[src/rtl/regmsg_pkg.sv]
package regmsg_pkg;

    localparam int CNT_W   = 4;   // frame byte counter, saturating
    localparam int STN_W   = 6;   // station address bits
    localparam int MIN_LEN = 6;   // shortest frame carrying a command word
    localparam int WR_LEN  = 7;
    localparam int RD_LEN  = 6;

    localparam logic [15:0] CRC_POLY_REF = 16'h8408;
    localparam logic [15:0] CRC_PRESET   = 16'hFFFF;
    localparam logic [15:0] CRC_RESIDUE  = 16'hF0B8;

    // status byte flag positions
    localparam int ST_CRC = 0;
    localparam int ST_ADR = 1;
    localparam int ST_OP  = 2;
    localparam int ST_LEN = 3;

    typedef enum logic [1:0] {
        OP_WRITE = 2'b00,
        OP_READ  = 2'b01,
        OP_RSV2  = 2'b10,
        OP_RSV3  = 2'b11
    } op_e;

    typedef struct packed {
        logic [7:0]       dst;
        logic [7:0]       src;
        logic [15:0]      word;
        logic [7:0]       wdata;
        logic [CNT_W-1:0] nbytes;
        logic             crc_ok;
    } rx_frame_t;

    typedef struct packed {
        logic [7:0]  dst;
        logic [7:0]  src;
        logic [15:0] word;
        logic [7:0]  status;
        logic [7:0]  rdata;
        logic        with_data;
    } ack_frame_t;

    // one byte through the reflected CRC register, bit 0 first
    function automatic logic [15:0] crc_step(input logic [15:0] c, input logic [7:0] b);
        logic [15:0] r;
        r = c;
        for (int i = 0; i < 8; i++) begin
            r = (r >> 1) ^ (((r[0] ^ b[i]) == 1'b1) ? CRC_POLY_REF : 16'h0000);
        end
        return r;
    endfunction

endpackage

[src/rtl/regmsg_rx.sv]
module regmsg_rx
    import regmsg_pkg::*;
(
    input  logic       clk,
    input  logic       rst,
    input  logic       rx_valid,
    input  logic       rx_sof,
    input  logic       rx_eof,
    input  logic [7:0] rx_data,
    output logic       frm_done,
    output rx_frame_t  frm
);

    logic [15:0]      crc_q, crc_base, crc_nx;
    logic [CNT_W-1:0] cnt_q, cnt_base, cnt_nx;
    logic             active_q;
    logic             take;

    assign take = rx_valid && (rx_sof || active_q);

    always_comb begin
        crc_base = rx_sof ? CRC_PRESET : crc_q;
        cnt_base = rx_sof ? '0 : cnt_q;
        crc_nx   = crc_step(crc_base, rx_data);
        cnt_nx   = (&cnt_base) ? cnt_base : cnt_base + CNT_W'(1);
    end

    always_ff @(posedge clk) begin
        if (rst) begin
            active_q <= 1'b0;
            crc_q    <= CRC_PRESET;
            cnt_q    <= '0;
            frm_done <= 1'b0;
            frm      <= '0;
        end else begin
            frm_done <= 1'b0;
            if (take) begin
                crc_q    <= crc_nx;
                cnt_q    <= cnt_nx;
                active_q <= !rx_eof;
                case (cnt_base)
                    CNT_W'(0): frm.dst        <= rx_data;
                    CNT_W'(1): frm.src        <= rx_data;
                    CNT_W'(2): frm.word[7:0]  <= rx_data;
                    CNT_W'(3): frm.word[15:8] <= rx_data;
                    CNT_W'(4): frm.wdata      <= rx_data;
                    default:   ;
                endcase
                if (rx_eof) begin
                    frm_done   <= 1'b1;
                    frm.nbytes <= cnt_nx;
                    frm.crc_ok <= (crc_nx == CRC_RESIDUE);
                end
            end
        end
    end

endmodule

[src/rtl/regmsg_tx.sv]
module regmsg_tx
    import regmsg_pkg::*;
(
    input  logic       clk,
    input  logic       rst,
    input  logic       start,
    input  ack_frame_t ack,
    output logic       tx_valid,
    output logic       tx_sof,
    output logic       tx_eof,
    output logic [7:0] tx_data,
    output logic       done
);

    ack_frame_t       a_q;
    logic             busy_q;
    logic [CNT_W-1:0] idx_q;
    logic [15:0]      crc_q;
    logic [CNT_W-1:0] body_len;
    logic [7:0]       body_byte, out_byte;
    logic             in_body, last;

    assign body_len = a_q.with_data ? CNT_W'(6) : CNT_W'(5);

    always_comb begin
        case (idx_q)
            CNT_W'(0): body_byte = a_q.dst;
            CNT_W'(1): body_byte = a_q.src;
            CNT_W'(2): body_byte = a_q.word[7:0];
            CNT_W'(3): body_byte = a_q.word[15:8];
            CNT_W'(4): body_byte = a_q.status;
            default:   body_byte = a_q.rdata;
        endcase
        in_body = idx_q < body_len;
        last    = idx_q == body_len + CNT_W'(1);
        if (in_body)
            out_byte = body_byte;
        else if (idx_q == body_len)
            out_byte = ~crc_q[7:0];
        else
            out_byte = ~crc_q[15:8];
    end

    always_ff @(posedge clk) begin
        if (rst) begin
            a_q      <= '0;
            busy_q   <= 1'b0;
            idx_q    <= '0;
            crc_q    <= CRC_PRESET;
            tx_valid <= 1'b0;
            tx_sof   <= 1'b0;
            tx_eof   <= 1'b0;
            tx_data  <= '0;
            done     <= 1'b0;
        end else begin
            done     <= 1'b0;
            tx_valid <= 1'b0;
            tx_sof   <= 1'b0;
            tx_eof   <= 1'b0;
            if (start && !busy_q) begin
                a_q    <= ack;
                busy_q <= 1'b1;
                idx_q  <= '0;
                crc_q  <= CRC_PRESET;
            end else if (busy_q) begin
                tx_valid <= 1'b1;
                tx_sof   <= (idx_q == '0);
                tx_eof   <= last;
                tx_data  <= out_byte;
                if (in_body) crc_q <= crc_step(crc_q, body_byte);
                idx_q <= idx_q + CNT_W'(1);
                if (last) begin
                    busy_q <= 1'b0;
                    done   <= 1'b1;
                end
            end
        end
    end

endmodule

[src/rtl/regmsg_handler.sv]
module regmsg_handler
    import regmsg_pkg::*;
#(
    parameter int              RA_W         = 10,
    parameter logic [RA_W-1:0] CFG_STN_ADDR = 10'h3FE,
    parameter logic [RA_W-1:0] CFG_CTL_ADDR = 10'h3FF,
    parameter logic            ACK_EN_INIT  = 1'b0
) (
    input  logic            clk,
    input  logic            rst,
    input  logic [5:0]      strap_addr,
    input  logic            rx_valid,
    input  logic            rx_sof,
    input  logic            rx_eof,
    input  logic [7:0]      rx_data,
    output logic            tx_valid,
    output logic            tx_sof,
    output logic            tx_eof,
    output logic [7:0]      tx_data,
    output logic            reg_wr,
    output logic            reg_rd,
    output logic [RA_W-1:0] reg_addr,
    output logic [7:0]      reg_wdata,
    input  logic [7:0]      reg_rdata
);

    typedef enum logic [1:0] {S_IDLE, S_ACCESS, S_FETCH, S_SEND} st_e;

    rx_frame_t  frm;
    logic       frm_done;
    ack_frame_t ack_q;
    logic       tx_start, tx_done;

    logic [STN_W-1:0] stn_q;
    logic             ack_en_q;
    st_e              st_q;
    logic             cfg_hit_q;
    logic [7:0]       cfg_val_q;

    op_e             op;
    logic            is_wr, is_rd, bad_op, len_err, do_acc, accept, is_cfg, send_ack;
    logic [RA_W-1:0] ra;
    logic [7:0]      status;

    regmsg_rx u_rx (
        .clk      (clk),
        .rst      (rst),
        .rx_valid (rx_valid),
        .rx_sof   (rx_sof),
        .rx_eof   (rx_eof),
        .rx_data  (rx_data),
        .frm_done (frm_done),
        .frm      (frm)
    );

    always_comb begin
        op       = op_e'(frm.word[15:14]);
        is_wr    = (op == OP_WRITE);
        is_rd    = (op == OP_READ);
        bad_op   = !is_wr && !is_rd;
        ra       = frm.word[RA_W-1:0];
        accept   = frm.crc_ok && (frm.nbytes >= CNT_W'(MIN_LEN)) &&
                   (frm.dst[STN_W-1:0] == stn_q) && (frm.dst[7:6] == 2'b00);
        len_err  = !bad_op && (frm.nbytes != (is_wr ? CNT_W'(WR_LEN) : CNT_W'(RD_LEN)));
        do_acc   = !bad_op && !len_err;
        is_cfg   = (ra == CFG_STN_ADDR) || (ra == CFG_CTL_ADDR);
        send_ack = !(is_wr && !ack_en_q);
        status          = '0;
        status[ST_OP]   = bad_op;
        status[ST_LEN]  = len_err;
    end

    always_ff @(posedge clk) begin
        if (rst) begin
            st_q      <= S_IDLE;
            stn_q     <= strap_addr;
            ack_en_q  <= ACK_EN_INIT;
            reg_wr    <= 1'b0;
            reg_rd    <= 1'b0;
            reg_addr  <= '0;
            reg_wdata <= '0;
            ack_q     <= '0;
            tx_start  <= 1'b0;
            cfg_hit_q <= 1'b0;
            cfg_val_q <= '0;
        end else begin
            reg_wr   <= 1'b0;
            reg_rd   <= 1'b0;
            tx_start <= 1'b0;
            case (st_q)
                S_IDLE: begin
                    if (frm_done && accept) begin
                        reg_addr  <= ra;
                        reg_wdata <= frm.wdata;
                        reg_wr    <= do_acc && is_wr && !is_cfg;
                        reg_rd    <= do_acc && is_rd && !is_cfg;
                        if (do_acc && is_wr && ra == CFG_STN_ADDR) stn_q    <= frm.wdata[STN_W-1:0];
                        if (do_acc && is_wr && ra == CFG_CTL_ADDR) ack_en_q <= frm.wdata[0];
                        ack_q.dst       <= frm.src;
                        ack_q.src       <= {1'b0, 1'b1, frm.dst[STN_W-1:0]};
                        ack_q.word      <= frm.word;
                        ack_q.status    <= status;
                        ack_q.rdata     <= '0;
                        ack_q.with_data <= do_acc && is_rd;
                        cfg_hit_q       <= is_cfg;
                        cfg_val_q       <= (ra == CFG_STN_ADDR) ? {2'b00, stn_q} : {7'b0, ack_en_q};
                        if (send_ack) st_q <= S_ACCESS;
                    end
                end
                S_ACCESS: st_q <= S_FETCH;
                S_FETCH: begin
                    ack_q.rdata <= cfg_hit_q ? cfg_val_q : reg_rdata;
                    tx_start    <= 1'b1;
                    st_q        <= S_SEND;
                end
                default: begin
                    if (tx_done) st_q <= S_IDLE;
                end
            endcase
        end
    end

    regmsg_tx u_tx (
        .clk      (clk),
        .rst      (rst),
        .start    (tx_start),
        .ack      (ack_q),
        .tx_valid (tx_valid),
        .tx_sof   (tx_sof),
        .tx_eof   (tx_eof),
        .tx_data  (tx_data),
        .done     (tx_done)
    );

endmodule

[config.mk]
export PLATFORM = sky130hd
export DESIGN_NAME = regmsg_handler
export DESIGN_NICKNAME = d
export VERILOG_FILES = /design/src/rtl/regmsg_pkg.sv /design/src/rtl/regmsg_rx.sv /design/src/rtl/regmsg_tx.sv /design/src/rtl/regmsg_handler.sv
export SDC_FILE = /design/constraint.sdc
export NUM_CORES = 1
export LEC_CHECK = 0
export CORE_UTILIZATION = 40
export DETAILED_ROUTE_END_ITERATION = 7
export GPL_ROUTABILITY_DRIVEN = 0
export GPL_TIMING_DRIVEN = 0
export PLACE_DENSITY_LB_ADDON = 0.3
export SLEW_MARGIN = 30
export SYNTH_ARGS = -nofsm -noshare
export SYNTH_HDL_FRONTEND = slang
export SYNTH_HIERARCHICAL = 1
export SYNTH_SLANG_ARGS = --single-unit
[constraint.sdc]
create_clock -name clk -period 3 [get_ports clk]
set_clock_uncertainty 0.2 [all_clocks]
set_input_delay 0.45 -clock clk [delete_from_list [all_inputs] [get_ports clk]]
set_output_delay 0.45 -clock clk [all_outputs]
set_load 0.005 [all_outputs]
==> summary.md <==
The flow ran to the end, and the final reports show no timing, DRC or antenna violations. Leaving out fill and tap cells, the most frequent cells in the layout are sky130_fd_sc_hd__dfxtp_1 (209), sky130_fd_sc_hd__nand2_1 (158), sky130_fd_sc_hd__a21oi_1 (103). The logs give 11,600 um2 for the final cell area excluding filler cells and 6 for the Yosys warning count. The hold violation total from the final report was 0. The root buffer cell chosen for the clock tree is sky130_fd_sc_hd__clkbuf_16.

Max-cap violations in this run came to 0. The die covers 24,800 um2. The buffer levels on the longest clock path was 3. The transition time at the pin with the least slew margin works out to 982 ps. The switching power as a share of total power was 0.226.

For the remaining routing DRC violations, the log shows 0. In this run the mean area of a mapped cell was 9.11 um2. The die width was 157 um; the final non-filler cell total was 1,489. Relative contribution of sequential cells to total power: 0.457. Summed over all layers, the routed wires come to 25.1 mm.

For this design, the sink count on the clock tree is 217. Based on the critical path, the design can be clocked at up to 0.348 GHz. The starting density of the core was 0.410. The share of flip-flops with an asynchronous set or reset after synthesis was 0; the remaining global-route overflow was 0. The tools report the floorplan core area as 23,500 um2. Setup repair after global routing left no endpoint under its margin. The logs give 0.063 for the logic gate share of total power and 0 ps for the final total negative setup slack. The most common flop cell mapped by yosys is sky130_fd_sc_hd__dfxtp_1. The run gives 58 as the number of I/O pins. Compared with the post-synthesis result, the final layout area differs by 20.2%.

The min-delay analysis places its worst path in the category primary input to register. The total of endpoints with negative setup slack in the final report is 0. The placement-stage cell area was 10,600 um2; the count of vias placed by the detailed router was 7,886. The CTS clock-pin slew for the worst setup and hold paths is 70 ps.

Of all nets on the critical path, the largest fanout is 9. For the number of global-route vias before repair, the log shows 7,342. For the number of search-and-repair iterations in the first detailed-routing pass, the log shows 6. After the first detailed-routing iteration, the DRC count stood at 590. VDD sags by at most 0.327 mV. STA puts the critical path data required time at 3240 ps. The number of buffers created by CTS was 24; the total leakage power was 0.00431 uW. The cell area that synthesis handed to floorplanning was 9650 um2. The run gives -320 ps as the pre-CTS setup slack.

For the clock insertion delay at the later pin of the skew report, the log shows 520 ps. The synthesized design contains 6 enable-type register cells. The worst path in the final design needs a cycle of 2870 ps, including I/O delays and setup.

In this run the remaining antenna-violating nets after routing total 0. The critical path is of the register to register type. Power spread over the standard cell area amounts to 560 nW/um2. Summed over all nets, the half-perimeter wirelength after detailed placement is 18.0 mm. The die is 157 um tall.

Counting flops and latches in the post-synthesis netlist gives 217. The run gives 0 as the number of antenna violations at the first check in global routing. For the number of placed cells counting well taps, the log shows 1,439. For the post-synthesis cell count, the log shows 1,059. The global router's overall resource usage came out at 0.204. In the routed layout, each cell is associated on average with a via count of 5.30.

Clock share of power: 0.480. During placement, the flow inserted port buffers numbering 55. The internal portion of the total power is 5030 uW. The net count of the finished layout is 1,192.

STA classifies the critical path endpoint as a register. The run gives 130 ps as the worst-case register-to-register setup slack. The total power is 6500 uW, and the post-cts hold buffer count is 0. Setup slack on the critical path of the routed design comes to 126 ps. Average wire per standard cell: 16.9 um. The run gives 0 as the number of pins with negative max-slew slack in the final report.

For the worst setup path, the data arrival time is 3120 ps. For the proportion of synthesized chip area in sequential cells, the log shows 0.456. The library cell used most frequently in the layout, excluding fill and tap cells, is sky130_fd_sc_hd__dfxtp_1.

The fraction of layout cells with a size suffix above 1 is 0.102. Number of distinct library cell variants in the gate-level netlist after synthesis: 69. The maximum number of pins on one net before global-route repair is 15, and the final antenna diode count is 0.

The logs give 40.3 mm for the first-pass GRT wire length and 1 for the H-tree depth. The portion of the clock cycle consumed by the worst path in the final layout works out to 0.958. TritonCTS built the clock tree. The net switching power figure is 1470 uW.

For the worst slew margin relative to its limit, the log shows 0.339. Kind of launch point of the worst setup path: a register. Row generation in the floorplan step produced 56 rows.
kinds of logic (layout without fill, tap and decap cells):
family | Yosys count | count (layout) | share of synthesized area
other | 1 | 7 | 0.000389
adders and majority gates | 13 | 13 | 0.0169
muxes | 45 | 45 | 0.0481
buffers and inverters | 99 | 204 | 0.0468
xor gates and xnor gates | 65 | 65 | 0.0700
AOI/OAI and AO/OA | 261 | 261 | 0.189
DFF | 217 | 217 | 0.456
and+or+nand+nor | 358 | 358 | 0.172
what timing repair did:
action	4_1_cts	5_1_grt
setup endpoints to repair	3	22
setup buffers	4	3
pin swaps	4	6
resized for setup	6	16
area by class of cell:
class	count	area, um2
tap	319	399
inverter	13	48.8
clock buffer	33	717
clock inverter	11	139
buffer	85	412
multi-input combinational	749	4870
fill	2286	11900
timing repair buffer	62	603
sequential	217	4410
state kept, by name (all words and copies together), names as in the netlist, 6 cells and up:
register      count
reg_wdata         8
reg_addr          9
u_tx/tx_data      8
stn_q             6
u_tx/crc_q       16
cfg_val_q         6
u_rx/frm         45
ack_q            33
u_tx/a_q         49
u_rx/crc_q       16
worst max-delay path, cell delays in order, from the launching register on:
cell	delay, ps
sky130_fd_sc_hd__dfxtp_2	350
sky130_fd_sc_hd__inv_1	110
sky130_fd_sc_hd__ha_1	170
sky130_fd_sc_hd__buf_4	180
sky130_fd_sc_hd__nor4_4	70
sky130_fd_sc_hd__buf_4	150
sky130_fd_sc_hd__o31a_1	330
sky130_fd_sc_hd__or4_4	540
sky130_fd_sc_hd__and2_1	210
sky130_fd_sc_hd__xnor3_1	330
sky130_fd_sc_hd__o211ai_1	150
cell usage after synthesis (10+ instances only):
cell	instances	area [um2]
sky130_fd_sc_hd__a211o_1	18	158
sky130_fd_sc_hd__a211oi_1	11	82.6
sky130_fd_sc_hd__a21oi_1	103	515
sky130_fd_sc_hd__a22o_1	48	420
sky130_fd_sc_hd__and2_1	10	62.6
sky130_fd_sc_hd__buf_2	10	50.1
sky130_fd_sc_hd__buf_4	12	90.1
sky130_fd_sc_hd__clkbuf_1	57	214
sky130_fd_sc_hd__dfxtp_1	211	4220
sky130_fd_sc_hd__ha_1	13	163
sky130_fd_sc_hd__inv_1	13	48.8
sky130_fd_sc_hd__mux2_2	11	124
sky130_fd_sc_hd__mux2i_1	34	340
sky130_fd_sc_hd__nand2_1	158	593
sky130_fd_sc_hd__nand3_1	36	180
sky130_fd_sc_hd__nor2_1	83	312
sky130_fd_sc_hd__nor3_1	11	55.1
sky130_fd_sc_hd__o211ai_1	12	90.1
sky130_fd_sc_hd__o21ai_0	13	65.1
sky130_fd_sc_hd__xnor2_1	40	350
sky130_fd_sc_hd__xor2_1	16	140
metrics by stage:
step | util | hold WS (ps)
floorplan | - | 221
global placement | 0.451 | 240
detailed placement | 0.451 | 244
CTS | 0.490 | 128
global route | 0.493 | 161
finish | 0.493 | 140
power groups by stage:
stage	Clock [uW]	Sequential, uW	Combinational (uW)
global route	3290	2970	448
CTS	3170	2970	409
detailed placement	0	3030	406
floorplan	0	3020	287
finish	3120	2970	411
global placement	0	3030	404
per-layer routing:
metal / wire length [um] / vias to the layer above / GRT usage
met5: 0 / - / 0
met4: 553 / 0 / 0.0513
met3: 1130 / 35 / 0.0248
met2: 11000 / 203 / 0.324
met1: 12400 / 3729 / 0.293
li1: - / 3919 / -
final timing paths:
kind                                                 start                          to  cells after the start
worst max-delay path            u_tx/idx_q[0]$_SDFFE_PP0P_  u_tx/crc_q[7]$_SDFFE_PP1P_                     10
worst min register to register      ack_q[29]$_SDFFE_PP0P_      ack_q[29]$_SDFFE_PP0P_                      2
worst min-delay path                            rx_data[2]   u_rx/frm[31]$_SDFFE_PP0P_                      3
worst max register to register  u_tx/idx_q[0]$_SDFFE_PP0P_  u_tx/crc_q[7]$_SDFFE_PP1P_                     10
Power figures use the tool's default switching activity.
